[src/rtl/vlat_div_pkg.sv]
package vlat_div_pkg;

  // Sequencer phases: idle, operand preparation, one bit per cycle, sign fix-up.
  typedef enum logic [1:0] {
    ST_IDLE = 2'd0,
    ST_PREP = 2'd1,
    ST_ITER = 2'd2,
    ST_FIX  = 2'd3
  } div_state_e;

endpackage

[src/rtl/vlat_div_rstsync.sv]
module vlat_div_rstsync #(
  parameter int STAGES = 2
) (
  input  logic clk,
  input  logic rst_n,
  output logic rst_sn
);

  logic [STAGES-1:0] chain_q;
  logic [STAGES-1:0] chain_d;

  generate
    if (STAGES == 1) begin : g_single
      assign chain_d = 1'b1;
    end else begin : g_multi
      assign chain_d = {chain_q[STAGES-2:0], 1'b1};
    end
  endgenerate

  always_ff @(posedge clk or negedge rst_n) begin
    if (!rst_n) begin
      chain_q <= '0;
    end else begin
      chain_q <= chain_d;
    end
  end

  assign rst_sn = chain_q[STAGES-1];

endmodule

[src/rtl/vlat_div_lzc.sv]
module vlat_div_lzc #(
  parameter  int WIDTH = 32,
  localparam int CW    = $clog2(WIDTH + 1)
) (
  input  logic [WIDTH-1:0] val_i,
  output logic [CW-1:0]    zeros_o
);

  // Highest set bit wins; an all-zero input reports WIDTH.
  always_comb begin
    zeros_o = CW'(WIDTH);
    for (int i = 0; i < WIDTH; i++) begin
      if (val_i[i]) begin
        zeros_o = CW'(WIDTH - 1 - i);
      end
    end
  end

endmodule

[src/rtl/vlat_div_step.sv]
module vlat_div_step #(
  parameter int WIDTH = 32
) (
  input  logic [WIDTH-1:0] part_i,
  input  logic             bit_i,
  input  logic [WIDTH-1:0] dsr_i,
  output logic [WIDTH-1:0] part_o,
  output logic             qbit_o
);

  logic [WIDTH:0] trial;
  logic [WIDTH:0] diff;

  // One restoring step: shift the next dividend bit in and subtract if it fits.
  always_comb begin
    trial  = {part_i, bit_i};
    diff   = trial - {1'b0, dsr_i};
    qbit_o = (trial >= {1'b0, dsr_i});
    part_o = qbit_o ? diff[WIDTH-1:0] : trial[WIDTH-1:0];
  end

endmodule

[src/rtl/vlat_divider.sv]
module vlat_divider #(
  parameter int WIDTH       = 32,
  parameter int SYNC_STAGES = 2
) (
  input  logic             clk,
  input  logic             rst_n,
  input  logic             start_i,
  input  logic             signed_i,
  input  logic [WIDTH-1:0] dividend_i,
  input  logic [WIDTH-1:0] divisor_i,
  output logic             busy_o,
  output logic             done_o,
  output logic [WIDTH-1:0] quot_o,
  output logic [WIDTH-1:0] rem_o,
  output logic             dz_o
);

  import vlat_div_pkg::*;

  localparam int CW = $clog2(WIDTH + 1);

  logic rst_sn;

  vlat_div_rstsync #(.STAGES(SYNC_STAGES)) u_rsync (
    .clk    (clk),
    .rst_n  (rst_n),
    .rst_sn (rst_sn)
  );

  // State
  div_state_e       st_q, st_d;
  logic             sgn_q;
  logic [WIDTH-1:0] a_q, b_q;
  logic [WIDTH-1:0] dvd_q, dvd_d;
  logic [WIDTH-1:0] dsr_q, dsr_d;
  logic [WIDTH-1:0] part_q, part_d;
  logic [WIDTH-1:0] quo_q, quo_d;
  logic [CW-1:0]    cnt_q, cnt_d;
  logic             negq_q, negq_d;
  logic             negr_q, negr_d;
  logic             dz_q, dz_d;
  logic             done_q;
  logic [WIDTH-1:0] qout_q, qout_d;
  logic [WIDTH-1:0] rout_q, rout_d;
  logic             dzout_q;

  // Enables
  logic op_en, prep_en, iter_en, res_en;

  // Preparation datapath
  logic [WIDTH-1:0] mag_a, mag_b;
  logic [CW-1:0]    lead_z;
  logic [CW-1:0]    sig_w;

  always_comb begin
    mag_a = (sgn_q && a_q[WIDTH-1]) ? (~a_q + 1'b1) : a_q;
    mag_b = (sgn_q && b_q[WIDTH-1]) ? (~b_q + 1'b1) : b_q;
    sig_w = CW'(WIDTH) - lead_z;
  end

  vlat_div_lzc #(.WIDTH(WIDTH)) u_lzc (
    .val_i   (mag_a),
    .zeros_o (lead_z)
  );

  // Iteration datapath
  logic [WIDTH-1:0] step_part;
  logic             step_qbit;

  vlat_div_step #(.WIDTH(WIDTH)) u_step (
    .part_i (part_q),
    .bit_i  (dvd_q[WIDTH-1]),
    .dsr_i  (dsr_q),
    .part_o (step_part),
    .qbit_o (step_qbit)
  );

  // Next-state logic
  always_comb begin
    st_d    = st_q;
    op_en   = 1'b0;
    prep_en = 1'b0;
    iter_en = 1'b0;
    res_en  = 1'b0;
    unique case (st_q)
      ST_IDLE: begin
        if (start_i) begin
          op_en = 1'b1;
          st_d  = ST_PREP;
        end
      end
      ST_PREP: begin
        prep_en = 1'b1;
        if (b_q == '0 || sig_w == '0) begin
          st_d = ST_FIX;
        end else begin
          st_d = ST_ITER;
        end
      end
      ST_ITER: begin
        iter_en = 1'b1;
        if (cnt_q == CW'(1)) begin
          st_d = ST_FIX;
        end
      end
      ST_FIX: begin
        res_en = 1'b1;
        st_d   = ST_IDLE;
      end
      default: st_d = ST_IDLE;
    endcase
  end

  always_comb begin
    dvd_d  = dvd_q;
    dsr_d  = dsr_q;
    part_d = part_q;
    quo_d  = quo_q;
    cnt_d  = cnt_q;
    negq_d = negq_q;
    negr_d = negr_q;
    dz_d   = dz_q;
    if (prep_en) begin
      dvd_d  = mag_a << lead_z;
      dsr_d  = mag_b;
      part_d = '0;
      quo_d  = '0;
      cnt_d  = sig_w;
      negq_d = sgn_q & (a_q[WIDTH-1] ^ b_q[WIDTH-1]);
      negr_d = sgn_q & a_q[WIDTH-1];
      dz_d   = (b_q == '0);
    end else if (iter_en) begin
      dvd_d  = dvd_q << 1;
      part_d = step_part;
      quo_d  = {quo_q[WIDTH-2:0], step_qbit};
      cnt_d  = cnt_q - CW'(1);
    end
  end

  always_comb begin
    if (dz_q) begin
      qout_d = '1;
      rout_d = a_q;
    end else begin
      qout_d = negq_q ? (~quo_q + 1'b1) : quo_q;
      rout_d = negr_q ? (~part_q + 1'b1) : part_q;
    end
  end

  // Registers
  always_ff @(posedge clk or negedge rst_sn) begin
    if (!rst_sn) begin
      st_q <= ST_IDLE;
    end else begin
      st_q <= st_d;
    end
  end

  always_ff @(posedge clk or negedge rst_sn) begin
    if (!rst_sn) begin
      sgn_q <= 1'b0;
      a_q   <= '0;
      b_q   <= '0;
    end else if (op_en) begin
      sgn_q <= signed_i;
      a_q   <= dividend_i;
      b_q   <= divisor_i;
    end
  end

  always_ff @(posedge clk or negedge rst_sn) begin
    if (!rst_sn) begin
      dvd_q  <= '0;
      dsr_q  <= '0;
      part_q <= '0;
      quo_q  <= '0;
      cnt_q  <= '0;
      negq_q <= 1'b0;
      negr_q <= 1'b0;
      dz_q   <= 1'b0;
    end else if (prep_en || iter_en) begin
      dvd_q  <= dvd_d;
      dsr_q  <= dsr_d;
      part_q <= part_d;
      quo_q  <= quo_d;
      cnt_q  <= cnt_d;
      negq_q <= negq_d;
      negr_q <= negr_d;
      dz_q   <= dz_d;
    end
  end

  always_ff @(posedge clk or negedge rst_sn) begin
    if (!rst_sn) begin
      done_q <= 1'b0;
    end else begin
      done_q <= res_en;
    end
  end

  always_ff @(posedge clk or negedge rst_sn) begin
    if (!rst_sn) begin
      qout_q  <= '0;
      rout_q  <= '0;
      dzout_q <= 1'b0;
    end else if (res_en) begin
      qout_q  <= qout_d;
      rout_q  <= rout_d;
      dzout_q <= dz_q;
    end
  end

  assign busy_o = (st_q != ST_IDLE);
  assign done_o = done_q;
  assign quot_o = qout_q;
  assign rem_o  = rout_q;
  assign dz_o   = dzout_q;

  // Assertions
  AST_BUSY_NEEDS_START: assert property (@(posedge clk) disable iff (!rst_sn)
    $rose(busy_o) |-> $past(start_i));

  AST_ITER_COUNTDOWN: assert property (@(posedge clk) disable iff (!rst_sn)
    (st_q == ST_ITER && cnt_q > CW'(1)) |=> (st_q == ST_ITER && cnt_q == $past(cnt_q) - CW'(1)));

  AST_DONE_ONE_CYCLE: assert property (@(posedge clk) disable iff (!rst_sn)
    done_o |=> !done_o);

  AST_DONE_NOT_BUSY: assert property (@(posedge clk) disable iff (!rst_sn)
    done_o |-> !busy_o);

  AST_REM_BELOW_DIVISOR: assert property (@(posedge clk) disable iff (!rst_sn)
    (st_q == ST_FIX && !dz_q) |-> (part_q < dsr_q));

  AST_DZ_ALL_ONES: assert property (@(posedge clk) disable iff (!rst_sn)
    (done_o && dz_o) |-> (quot_o == '1));

  AST_RESULT_HOLD: assert property (@(posedge clk) disable iff (!rst_sn)
    !done_o |-> ($stable(quot_o) && $stable(rem_o) && $stable(dz_o)));

endmodule

[config.mk]
export PLATFORM = sky130hd
export DESIGN_NAME = vlat_divider
export DESIGN_NICKNAME = d
export VERILOG_FILES = /design/src/rtl/vlat_div_pkg.sv /design/src/rtl/vlat_div_rstsync.sv /design/src/rtl/vlat_div_lzc.sv /design/src/rtl/vlat_div_step.sv /design/src/rtl/vlat_divider.sv
export SDC_FILE = /design/constraint.sdc
export NUM_CORES = 1
export LEC_CHECK = 0
export BUFFER_PORTS_ARGS = -buffer_cell sky130_fd_sc_hd__buf_2
export CAP_MARGIN = 20
export CORE_ASPECT_RATIO = 0.8
export CORE_UTILIZATION = 45
export CTS_BUF_LIST = sky130_fd_sc_hd__clkbuf_16
export DETAILED_ROUTE_END_ITERATION = 12
export HOLD_SLACK_MARGIN = 0.1
export SETUP_SLACK_MARGIN = 0.05
export SLEW_MARGIN = 5
export SYNTH_ARGS = -nofsm -noshare
export SYNTH_HDL_FRONTEND = slang
export SYNTH_SLANG_ARGS = --single-unit
[constraint.sdc]
create_clock -name clk -period 13.2 [get_ports clk]
set_input_delay 1.32 -clock clk [delete_from_list [all_inputs] [get_ports clk]]
set_output_delay 1.32 -clock clk [all_outputs]
set_load 0.1 [all_outputs]
==> metrics.yaml, run 1 <==
status:
  status: "finished clean"
grt:
  grt_first_pass_wirelength_um: 85360
  grt_antenna_before_repair: 0
  grt_pass1_vias: 15184
  track_usage_pct: 26.05
  gr-total-overflow: 0
  grt_max_degree: 85
synth:
  async_flop_share_pct: 100.0
  synth_area_um2: 18200
  syn_inst: 2048
  syn_nets: 2161
  synthTopCellsByArea: "dfrtp_1, mux2_2, xnor2_1"
  ys_warn_count: 0
  yosys.area.top_type: "dfrtp_1"
  avgSynthCellArea_um2: 8.887
  synth_top_area_share_pct: 37.40
  yosysUniqueCellTypes: 94
  seq_area_frac_synth_pct: 37.40
  ys.flop_type: "dfrtp_1"
  synth_edf_count: 0
  ys_ff_latch: 272
setup_path:
  critical_path_class: "register to register"
  r2r-end: "dvd_q[13]"
  start_kind: "register"
  r2r_slack_ps: 7480
  endpoint_kind: "register"
  required_ps: 13650
  path_max_fanout: 22
  reg2reg_from: "a_q[0]"
  cp.arrival_ps: 6170
  worstRegToRegCells: 14
  endpoint: "dvd_q[13]"
  critPathLaunch: "a_q[0]"
drt:
  wl_per_cell_um: 20.18
  vias_per_cell: 5.924
  drt-total-wl_um: 53700
  vias: 15764
  ant_nets: 0
  drtIter0Drc: 1411
  drc: 0
  first_pass_iters: 5
timing:
  finalHoldViolations: 0
  fin_crit_sh_pct: 43.33
  setup_viol: 0
  fin_setup_tns_ps: 0
  fmax_mhz: 174.8
  rsz0062_at_grt: "false"
  fin_skew_ps: 14.32
  layout_min_cycle_time_ps: 5720
  tightest_slew_ps: 1124
  slew_violations: 0
  maxSlewHeadroom_pct: 24.95
final_layout:
  nets: 2217
  final.fill_count: 3797
  drive_gt1_share_pct: 16.56
  n_antenna_cell: 0
  synthToLayoutAreaGrowth_pct: 10.93
die:
  start_util_pct: 45.95
  pin_count: 135
  die_width_um: 226.8
  coreArea_um2: 39610
  rows: 65
  fp.dieH_um: 181.9
  dieArea_um2: 41260
clock_network:
  numCtsBuffers: 31
  cts_root_buffer: "clkbuf_16"
  h-tree-depth: 1
  clkSlewWorstSetupHoldPaths_ps: 60
  clock_latency_ps: 590
  post_cts.repair.setup_buffers: 0
  clkSinkCount: 272
  clockBufferDepth: 3
  ctsHoldBuffers: 0
  cts_tree: "yes"
  post_cts_resized: 0
flow_run:
  cap_violations: 0
placed_design:
  gp_congestion: 0.9658
  portBuffers: 134
  place_hpwl_um: 39020
min_path:
  hp-class: "register to register"
metal layers:
| layer | vias up | global-route usage (%) | part of all wire (%) |
|---|---|---|---|
| met5 | - | 0 | 0 |
| met4 | 0 | 5.541 | 1.8 |
| met3 | 60 | 4.337 | 5.8 |
| met2 | 409 | 41.55 | 46 |
| met1 | 7777 | 36.91 | 46 |
| li1 | 7518 | - | - |
critical path, cell delays in order (launching register included):
cell and delay, ps:
dfrtp_1 550, inv_1 260, ha_1 310, nor2b_1 470, and4_1 600, a31oi_1 160, xor2_1 490, nor3_1 100
a21oi_1 230, o21ai_1 260, nor2_2 940, a211oi_1 390, mux2_2 400, o21ai_0 280, o21ai_0 140
Yosys cell counts (all sizes together), types with 19 or more instances:
library cell    n
nor4           19
xnor2         108
a31oi          22
xor2           46
o22ai          38
a211oi         21
mux2          112
clkbuf         98
ha             44
or4            20
a21oi         169
mux2i          64
or3            23
a21o           19
dfrtp         272
buf            34
nand2         128
nand3          52
inv           128
nor3           43
nor2          172
o31ai          35
o21ai         151
how the worst min path moves through the flow:
stage                  startpoint            endpoint  slack (ps)  depth (start not counted)
6_report       u_rsync.chain_q[0]  u_rsync.chain_q[1]         350                          0
2_1_floorplan  u_rsync.chain_q[0]  u_rsync.chain_q[1]         330                          0
5_1_grt        u_rsync.chain_q[0]  u_rsync.chain_q[1]         370                          0
4_1_cts        u_rsync.chain_q[0]  u_rsync.chain_q[1]         350                          0
3_3_place_gp   u_rsync.chain_q[0]  u_rsync.chain_q[1]         340                          0
3_5_place_dp   u_rsync.chain_q[0]  u_rsync.chain_q[1]         340                          0
area by class of cell:
cell class	count	area [um2]	area share (%)
tap	536	670.6	3.322
timing repair buffer	155	875.8	4.338
multi-input combinational	1515	10380	51.40
sequential	272	6812	33.74
inverter	129	484.2	2.398
clock buffer	31	775.7	3.842
clock inverter	23	193.9	0.9606
metrics by stage:
step                      instances  hold slack (ps)  util, %  setup slack [ps]  instance area [um2]
final                          2661            352.5    50.97              7480                20190
after global routing           2661            367.6    50.97              7178                20190
after CTS                      2659            354.3    50.84              7669                20130
after detailed placement       2605            340.3    48.39              7700                19160
after global placement         2604            337.2    48.35              7770                19150
after floorplan                2048            331.2        -              5058                18200
registers in the layout, summed over array words and instances (netlist names), 6 cells and up:
name / cells
quo_q: 32
b_q: 32
cnt_q: 6
dsr_q: 32
quot_o: 32
part_q: 32
a_q: 32
dvd_q: 32
rem_o: 32
cells in the final DEF (no fill, tap or decap), types with 41 or more instances in the layout:
cell type,netlist,layout
xnor2_1,108,108
inv_1,128,131
nand3_1,52,52
buf_2,17,134
ha_1,44,41
xor2_1,46,46
nand2_1,127,126
mux2i_1,64,64
dfrtp_1,272,270
o21ai_0,150,150
a21oi_1,167,167
nor2_1,171,171
nor3_1,41,41
mux2_2,108,108
kinds of logic after synthesis:
family	synth area share (%)
AO/OA/AOI/OAI	20.36
AND/OR/NAND/NOR	15.22
flip-flops	37.40
buffers and inverters	5.802
multiplexers	10.66
XOR/XNOR	7.411
adder cells (fa/ha/maj)	3.135
other	0.02060
Power of run 1 is left out: the tool's default activity adds up to more than one toggle a clock period on the data nets, which glitch-free logic cannot reach.
==> inputs of run 2 (changes only) <==
clock period = 5.1 ns   (was 13.2 ns; I/O delays follow)
==> run 2 against run 1 <==
Compared with the run above:
- via count up 0.77%
- non-clock buffer count up 42
- clock skew up 26 ps
- worst hold slack worse by 210 ps
- final area up 1.6%
- cell count up 1.7%
- routed wire length up 2.2%
- critical endpoint unchanged
- worst setup slack worse by 7200 ps
- register-to-register slack worse by 7200 ps
- global-route usage up 0.66 points
- maximum frequency up 20%
==> metrics.yaml, run 2 (synthesis gave the netlist of run 1 again) <==
status:
  status: "finished clean"
drt:
  drt-total-wl_um: 54890  # +2.2%
  vias_per_cell: 5.870  # -0.91%
  first_pass_iters: 5  # unchanged
  drc: 0  # unchanged
  vias: 15885  # +0.77%
  wl_per_cell_um: 20.29  # +0.52%
  ant_nets: 0  # unchanged
  drtIter0Drc: 1560  # +11%
setup_path:
  reg2reg_from: "a_q[3]"
  critical_path_class: "register to register"
  critPathLaunch: "a_q[3]"
  endpoint_kind: "register"
  cp.arrival_ps: 5210  # -960 ps
  path_max_fanout: 8  # -64%
  start_kind: "register"
  required_ps: 5530  # -8120 ps
timing:
  setup_viol: 0  # unchanged
  layout_min_cycle_time_ps: 4775  # -944.9 ps
  rsz0062_at_grt: "false"
  maxSlewHeadroom_pct: 30.30  # +5.3 points
  tightest_slew_ps: 1043  # -81.47 ps
  finalHoldViolations: 0  # unchanged
  fmax_mhz: 209.4  # +20%
  fin_setup_tns_ps: 0  # unchanged
  fin_skew_ps: 40.57  # +26.25 ps
  fin_crit_sh_pct: 93.62  # +50 points
  slew_violations: 0  # unchanged
clock_network:
  numCtsBuffers: 30  # -3.2%
  cts_root_buffer: "clkbuf_16"
  clockBufferDepth: 3  # unchanged
  clkSinkCount: 272  # unchanged
  clkSlewWorstSetupHoldPaths_ps: 70  # about the same
  clock_latency_ps: 600  # about the same
  h-tree-depth: 1  # unchanged
  cts_tree: "yes"
final_layout:
  fin_area_um2: 20520  # +1.6%
  layout_common_cells: "dfrtp_1, nor2_1, a21oi_1"
  n_antenna_cell: 0  # unchanged
  drive_gt1_share_pct: 18.06  # +1.5 points
  nets: 2259  # +1.9%
  synthToLayoutAreaGrowth_pct: 12.76
  fin_cells: 2706  # +1.7%
  final_common_cell: "dfrtp_1"
  seqCellArea_um2: 6812  # unchanged
  final.fill_count: 3743  # -1.4%
  multi_input_area_um2: 10400  # +0.24%
placed_design:
  place_hpwl_um: 40640  # +4.1%
  dpl_cell_area_um2: 19530  # +1.9%
  placed_cells: 2648  # +1.7%
  portBuffers: 134  # unchanged
  gp_congestion: 0.9534  # -1.3%
grt:
  grt_first_pass_wirelength_um: 86720  # +1.6%
  grt_antenna_before_repair: 1  # +1
  grt_pass1_vias: 15340  # +1.0%
  track_usage_pct: 26.71  # +0.66 points
  gr-total-overflow: 0  # unchanged
  grt_max_degree: 129  # +52%
die:
  fp.dieH_um: 181.9  # unchanged
  dieArea_um2: 41260  # unchanged
  coreArea_um2: 39610  # unchanged
  rows: 65  # unchanged
  pin_count: 135  # unchanged
  die_width_um: 226.8  # unchanged
  start_util_pct: 45.95  # unchanged
flow_run:
  cap_violations: 0  # unchanged
min_path:
  hp-class: "input pin to register"
  min_from: "divisor_i[11]"
-- run 2: layout make-up --
type | instances | area share [%]
clock buffer | 30 | 3.658
clock inverter | 26 | 1.006
multi-input combinational | 1516 | 50.69
timing repair buffer | 197 | 5.829
inverter | 129 | 2.359
sequential | 272 | 33.19
tap | 536 | 3.268
-- run 2: metal layers --
metal,global-route usage [%],vias up,wire [um]
li1,-,7585,-
met1,38.18,7740,25060
met3,5.162,86,3724
met2,40.98,474,24810
met5,0,-,0
met4,7.216,0,1301
-- run 2: what timing repair did --
| item | in CTS | in global routing |
|---|---|---|
| hold buffers | 1 | 0 |
| gates resized for setup | 0 | 3 |
| setup endpoints to repair | 0 | 22 |
| setup buffers | 0 | 0 |
| endpoints found under the hold margin | 2 | 0 |
-- run 2: final timing paths --
| path | end | slack [ps] | cells after the start |
|---|---|---|---|
| min in group asynchronous | b_q[13] | 220 | 0 |
| hold / removal | b_q[11] | 150 | 2 |
| setup reg to reg | dvd_q[13] | 330 | 14 |
| max in group asynchronous | a_q[18] | 3820 | 1 |
| setup / recovery | dvd_q[13] | 330 | 14 |
| hold reg to reg | b_q[13] | 220 | 0 |
-- run 2: worst max-delay path: stages (launching register included) --
cell	delay [ps]
dfrtp_1	520
or3_1	540
nor3_2	620
a21oi_1	170
xnor2_1	160
buf_4	160
o221ai_1	420
o2111ai_1	180
and3_1	320
a21boi_0	460
a211oi_1	90
buf_4	190
mux2_2	300
o21ai_0	300
o21ai_0	160
-- run 2: per-stage QoR --
| stage | hold WS [ps] | setup WS [ps] | util [%] |
|---|---|---|---|
| floorplan | 214.4 | 641.4 | - |
| global placement | 222.7 | 374.2 | 49.31 |
| detailed placement | 221.9 | 288.8 | 49.31 |
| CTS | 127.2 | 266.3 | 51.75 |
| global route | 142.1 | 118.7 | 51.81 |
| finish | 146.0 | 325.3 | 51.81 |
Power of run 2 is left out for the same reason.
